### config.mk
export PLATFORM = sky130hd
export DESIGN_NAME = mdu_hilo
export DESIGN_NICKNAME = d
export VERILOG_FILES = /design/src/rtl/mdu_pkg.sv /design/src/rtl/mdu_operand_prep.sv /design/src/rtl/mdu_iter_core.sv /design/src/rtl/mdu_result_fix.sv /design/src/rtl/mdu_hilo.sv
export SDC_FILE = /design/constraint.sdc
export NUM_CORES = 1
export LEC_CHECK = 0
export BUFFER_PORTS_ARGS = -buffer_cell sky130_fd_sc_hd__buf_2
export CORE_ASPECT_RATIO = 0.8
export CORE_MARGIN = 5
export CORE_UTILIZATION = 65
export CTS_CLUSTER_SIZE = 24
export DETAILED_ROUTE_END_ITERATION = 16
export HOLD_SLACK_MARGIN = 0.1
export PLACE_DENSITY = 0.87
export SKIP_CTS_REPAIR_TIMING = 1
export SLEW_MARGIN = 15
export SYNTH_ARGS = -nofsm -noshare
export SYNTH_HDL_FRONTEND = slang
export SYNTH_HIERARCHICAL = 1
export SYNTH_SLANG_ARGS = --single-unit
### constraint.sdc
create_clock -name clk -period 7.8 [get_ports clk]
set_input_delay 1.56 -clock clk [delete_from_list [all_inputs] [get_ports clk]]
set_output_delay 1.56 -clock clk [all_outputs]
set_load 0.1 [all_outputs]
### src/rtl/mdu_pkg.sv
package mdu_pkg;

   typedef enum logic [1:0] {
      MDU_IDLE = 2'd0,
      MDU_RUN  = 2'd1,
      MDU_FIN  = 2'd2
   } mdu_state_e;

   typedef struct packed {
      logic is_div;
      logic neg_main;
      logic neg_rem;
      logic div_zero;
   } mdu_ctl_t;

endpackage

### src/rtl/mdu_operand_prep.sv
module mdu_operand_prep #(
   parameter int WIDTH = 32
) (
   input  logic             signed_mode,
   input  logic [WIDTH-1:0] opa,
   input  logic [WIDTH-1:0] opb,
   output logic [WIDTH-1:0] mag_a,
   output logic [WIDTH-1:0] mag_b,
   output logic             neg_a,
   output logic             neg_b
);

   localparam logic [WIDTH-1:0] ONE_W = WIDTH'(1);

   logic [1:0][WIDTH-1:0] raw;
   logic [1:0][WIDTH-1:0] mag;
   logic [1:0]            neg;

   assign raw[0] = opa;
   assign raw[1] = opb;

   for (genvar gi = 0; gi < 2; gi++) begin : g_opnd
      assign neg[gi] = signed_mode & raw[gi][WIDTH-1];
      assign mag[gi] = neg[gi] ? (~raw[gi] + ONE_W) : raw[gi];
   end

   assign mag_a = mag[0];
   assign mag_b = mag[1];
   assign neg_a = neg[0];
   assign neg_b = neg[1];

endmodule

### src/rtl/mdu_iter_core.sv
module mdu_iter_core #(
   parameter int WIDTH = 32
) (
   input  logic             clk,
   input  logic             rst_n,
   input  logic             load,
   input  logic             step,
   input  logic             is_div,
   input  logic [WIDTH-1:0] mag_a,
   input  logic [WIDTH-1:0] mag_b,
   output logic [WIDTH-1:0] acc_hi,
   output logic [WIDTH-1:0] acc_lo
);

   logic [WIDTH-1:0] hi_q, lo_q, opnd_q;
   logic [WIDTH-1:0] hi_n, lo_n;
   logic [WIDTH:0]   mul_sum;
   logic [WIDTH:0]   div_shift;
   logic [WIDTH:0]   div_diff;

   always_comb begin
      mul_sum   = {1'b0, hi_q} + (lo_q[0] ? {1'b0, opnd_q} : '0);
      div_shift = {hi_q, lo_q[WIDTH-1]};
      div_diff  = div_shift - {1'b0, opnd_q};
      if (!is_div) begin
         hi_n = mul_sum[WIDTH:1];
         lo_n = {mul_sum[0], lo_q[WIDTH-1:1]};
      end else if (!div_diff[WIDTH]) begin
         hi_n = div_diff[WIDTH-1:0];
         lo_n = {lo_q[WIDTH-2:0], 1'b1};
      end else begin
         hi_n = div_shift[WIDTH-1:0];
         lo_n = {lo_q[WIDTH-2:0], 1'b0};
      end
   end

   always_ff @(posedge clk or negedge rst_n) begin
      if (!rst_n) begin
         hi_q   <= '0;
         lo_q   <= '0;
         opnd_q <= '0;
      end else if (load) begin
         hi_q   <= '0;
         lo_q   <= is_div ? mag_a : mag_b;
         opnd_q <= is_div ? mag_b : mag_a;
      end else if (step) begin
         hi_q <= hi_n;
         lo_q <= lo_n;
      end
   end

   assign acc_hi = hi_q;
   assign acc_lo = lo_q;

endmodule

### src/rtl/mdu_result_fix.sv
module mdu_result_fix #(
   parameter int WIDTH = 32
) (
   input  mdu_pkg::mdu_ctl_t ctl,
   input  logic [WIDTH-1:0]  acc_hi,
   input  logic [WIDTH-1:0]  acc_lo,
   output logic [WIDTH-1:0]  res_hi,
   output logic [WIDTH-1:0]  res_lo
);

   localparam int DW = 2 * WIDTH;
   localparam logic [DW-1:0]    ONE_D = DW'(1);
   localparam logic [WIDTH-1:0] ONE_W = WIDTH'(1);

   logic [DW-1:0]    prod;
   logic [DW-1:0]    prod_fix;
   logic [WIDTH-1:0] quot_fix;
   logic [WIDTH-1:0] rem_fix;

   always_comb begin
      prod     = {acc_hi, acc_lo};
      prod_fix = ctl.neg_main ? (~prod + ONE_D) : prod;
      quot_fix = ctl.neg_main ? (~acc_lo + ONE_W) : acc_lo;
      rem_fix  = ctl.neg_rem ? (~acc_hi + ONE_W) : acc_hi;
      if (!ctl.is_div) begin
         res_hi = prod_fix[DW-1:WIDTH];
         res_lo = prod_fix[WIDTH-1:0];
      end else if (ctl.div_zero) begin
         res_hi = rem_fix;
         res_lo = '1;
      end else begin
         res_hi = rem_fix;
         res_lo = quot_fix;
      end
   end

endmodule

### src/rtl/mdu_hilo.sv
module mdu_hilo #(
   parameter int WIDTH = 32
) (
   input  logic             clk,
   input  logic             rst_n,
   input  logic             start_i,
   input  logic             op_div_i,
   input  logic             signed_i,
   input  logic [WIDTH-1:0] opa_i,
   input  logic [WIDTH-1:0] opb_i,
   input  logic             hi_wr_i,
   input  logic             lo_wr_i,
   input  logic [WIDTH-1:0] wdata_i,
   output logic             busy_o,
   output logic             done_o,
   output logic [WIDTH-1:0] hi_o,
   output logic [WIDTH-1:0] lo_o
);

   import mdu_pkg::*;

   localparam int CNT_W = (WIDTH > 2) ? $clog2(WIDTH) : 1;
   localparam logic [CNT_W-1:0] LAST_STEP = CNT_W'(WIDTH - 1);

   if (WIDTH < 2) begin : g_bad_width
      $error("mdu_hilo: WIDTH must be at least 2");
   end

   mdu_state_e       state_q;
   logic [CNT_W-1:0] cnt_q;
   mdu_ctl_t         ctl_q, ctl_d;
   logic [WIDTH-1:0] hi_q, lo_q;
   logic             done_q;

   logic [WIDTH-1:0] mag_a, mag_b;
   logic             neg_a, neg_b;
   logic [WIDTH-1:0] acc_hi, acc_lo;
   logic [WIDTH-1:0] res_hi, res_lo;
   logic             idle, accept, stepping;

   assign idle     = (state_q == MDU_IDLE);
   assign accept   = idle & start_i;
   assign stepping = (state_q == MDU_RUN);

   mdu_operand_prep #(.WIDTH(WIDTH)) u_prep (
      .signed_mode (signed_i),
      .opa         (opa_i),
      .opb         (opb_i),
      .mag_a       (mag_a),
      .mag_b       (mag_b),
      .neg_a       (neg_a),
      .neg_b       (neg_b)
   );

   always_comb begin
      ctl_d.is_div   = op_div_i;
      ctl_d.neg_main = neg_a ^ neg_b;
      ctl_d.neg_rem  = neg_a;
      ctl_d.div_zero = op_div_i & (opb_i == '0);
   end

   mdu_iter_core #(.WIDTH(WIDTH)) u_core (
      .clk    (clk),
      .rst_n  (rst_n),
      .load   (accept),
      .step   (stepping),
      .is_div (accept ? op_div_i : ctl_q.is_div),
      .mag_a  (mag_a),
      .mag_b  (mag_b),
      .acc_hi (acc_hi),
      .acc_lo (acc_lo)
   );

   mdu_result_fix #(.WIDTH(WIDTH)) u_fix (
      .ctl    (ctl_q),
      .acc_hi (acc_hi),
      .acc_lo (acc_lo),
      .res_hi (res_hi),
      .res_lo (res_lo)
   );

   always_ff @(posedge clk or negedge rst_n) begin
      if (!rst_n) begin
         state_q <= MDU_IDLE;
         cnt_q   <= '0;
         ctl_q   <= '0;
         done_q  <= 1'b0;
      end else begin
         done_q <= 1'b0;
         unique case (state_q)
            MDU_IDLE: begin
               if (start_i) begin
                  state_q <= MDU_RUN;
                  cnt_q   <= '0;
                  ctl_q   <= ctl_d;
               end
            end
            MDU_RUN: begin
               cnt_q <= cnt_q + 1'b1;
               if (cnt_q == LAST_STEP) begin
                  state_q <= MDU_FIN;
               end
            end
            MDU_FIN: begin
               state_q <= MDU_IDLE;
               done_q  <= 1'b1;
            end
            default: state_q <= MDU_IDLE;
         endcase
      end
   end

   always_ff @(posedge clk or negedge rst_n) begin
      if (!rst_n) begin
         hi_q <= '0;
         lo_q <= '0;
      end else if (state_q == MDU_FIN) begin
         hi_q <= res_hi;
         lo_q <= res_lo;
      end else if (idle) begin
         if (hi_wr_i) hi_q <= wdata_i;
         if (lo_wr_i) lo_q <= wdata_i;
      end
   end

   assign busy_o = !idle;
   assign done_o = done_q;
   assign hi_o   = hi_q;
   assign lo_o   = lo_q;

endmodule

==> metrics.cfg <==
[min_path]
hp-class=reg -> reg

[final_layout]
fin_nets=2199
syn2layout_area_growth_pct=9.380
fin_area_um2=17280
diodes=0
layout-drive-gt1-share_pct=12.67
instances_no_fill=2355

[synthesis]
synth_warnings=6
yosys-top-cells-area=dfrtp_1 (27%), mux2i_1 (11%), ha_1 (5.5%)
ys_seq_elements=172
yosysMostFrequentCell=nand2_1
synth_ff_type=dfrtp_1
yosysSeqAreaShare_pct=27.25
synth.cell_area_um2=15790
yosysUniqueCellTypes=88
yosys-top-cells-count=nand2_1 (206), mux2i_1 (181), dfrtp_1 (172)
synth_cells=1926
async_reset_ff_share_pct=100.0
synth-edff-count=0
synth.largest_area_cell=dfrtp_1
syn_nets=2101
avgSynthCellArea_um2=8.200
synth_top_area_share_pct=27.25

[setup_path]
slowest_stage=nand2_4
crit_type=in -> reg
crit_fanout=63
startpoint_type=input pin
critPathCaptureType=flop
max_stage_delay_ns=0.71
cp_data_required_time_ns=8.09
crit_chain=buf_2 > or3b_1 > inv_4 > nand2_1 > nand2_4 > buf_4 > mux2i_1 > nor2_1 > a211oi_1 > a21oi_1
arrival_ns=5.02

[timing]
period_minus_slack_ns=4.733
fin_setup_tns_ns=0
period_share_pct=60.69
hold_violations=0
slew_violations=0
slew_headroom_pct=29.20
fin_skew_ns=0.02050
whs_ns=0.4805
worst_pin_slew_ns=1.062
report.final.setup_viol=0
rsz0062_at_grt=false
fmax_mhz=211.3

[global_route]
grt_antenna_before_repair=2
grt_first_pass_wirelength_um=82430
track_usage_pct=38.09
grt_overflow=0
grt_pass1_vias=14610
grt_max_degree=109

[place]
place_congestion=1.039
dp_hpwl_um=41030
place_area_um2=16660
place_inst=2323
portBuffers=168

[routing]
met1_length_um=22520
drc_errors=0
routedWlPerCell_um=22.66
ant_nets=0
route.met3.wl_um=7578
dr_wl_met2_um=21220
firstDrtPassIters=8
drt_wl_total_um=53370
drt_iter0_drc=2248
top_layer=met5
via_per_inst=6.730
vias=15850

[floorplanning]
start_util_pct=65.48
die_area_um2=27540
dieWidth_um=184.3
boundaryPins=169
num_rows=51
fp.dieH_um=149.4
coreArea_um2=24120

[clocking]
cts_tree=done
clock_path_buffers=2
cts.clk_slew.worst_paths_ns=0.07
cts_max_level=4
clock-sinks=172
root_buffer=clkbuf_16
clock_latency_ns=0.45
cts_buffers=17

[run_status]
status=finished clean

[flow_run]
drv_cap=0

## state kept, by name, indices dropped and copies added (netlist names)
| signal | count |
|---|---|
| hi_o | 32 |
| lo_o | 32 |
| u_core/acc_hi | 32 |
| u_core/acc_lo | 32 |
| u_core/opnd_q | 32 |
| cnt_q | 5 |
| ctl_q | 4 |
| state_q | 2 |
| done_o | 1 |
## path summary, 6_finish.rpt
kind                                   startpoint           endpoint  slack (ns)  depth (start not counted)
worst max-delay path                      start_i  u_core/acc_lo[15]        3.07                         10
max in group asynchronous                   rst_n  u_core/acc_hi[11]        5.11                          2
min in group asynchronous                   rst_n           cnt_q[4]        1.22                          1
worst max register to register  u_core/acc_lo[31]  u_core/acc_hi[25]        3.65                         12
worst min-delay path                     lo_o[27]           lo_o[27]        0.48                          2
worst min register to register           lo_o[27]           lo_o[27]        0.48                          2
## through the flow
step / worst slack, ns / utilization (%)
2_1_floorplan: 4.161 / -
6_report: 3.067 / 71.62
4_1_cts: 3.196 / 71.62
3_5_place_dp: 2.779 / 69.09
3_3_place_gp: 2.919 / 69.09
5_1_grt: 2.843 / 71.62
## area by class of cell
class                      instances  area (um2)
sequential                       172        4304
multi-input combinational       1585       10770
clock buffer                      18       439.2
inverter                          69       261.5
tap                              318       397.9
fill                            1958        6845
clock inverter                    14       171.4
timing repair buffer             179       929.6
## layout by cell type (no fill, tap or decap), types with 32 or more instances in the layout
master / count
nand2_1: 205
mux2i_1: 181
dfrtp_1: 172
buf_2: 167
nor2_1: 155
a21oi_1: 152
xnor2_1: 99
o21ai_0: 94
xor2_1: 76
ha_1: 70
inv_1: 67
o21ai_1: 56
and2_1: 40
a211oi_1: 38
nor3_1: 37
nand3_1: 36
o31ai_1: 32
## routing by layer
layer	GRT usage [%]	up-vias
met3	11.69	147
li1	-	7193
met5	0	-
met2	52.42	1042
met1	56.50	7464
met4	13.27	2
## critical path: cells and delay by family
family	cells	cell delay, ns
buf+inv	3	1.22
compound gates	2	0.35
mux	1	0.32
simple gates	4	1.53
## cells by family (layout without fill, tap and decap cells)
kind of cell	after synthesis	after routing	share of synthesized area [%]
buf+inv	169	280	4.706
xor+xnor	176	176	9.879
compound gates	543	543	22.05
fa+ha+maj	72	72	5.799
flops	172	172	27.25
simple gates	610	610	18.63
mux	184	184	11.69
Power is left out: the tool's default activity adds up to more than one toggle a clock period on the data nets, which glitch-free logic cannot reach.
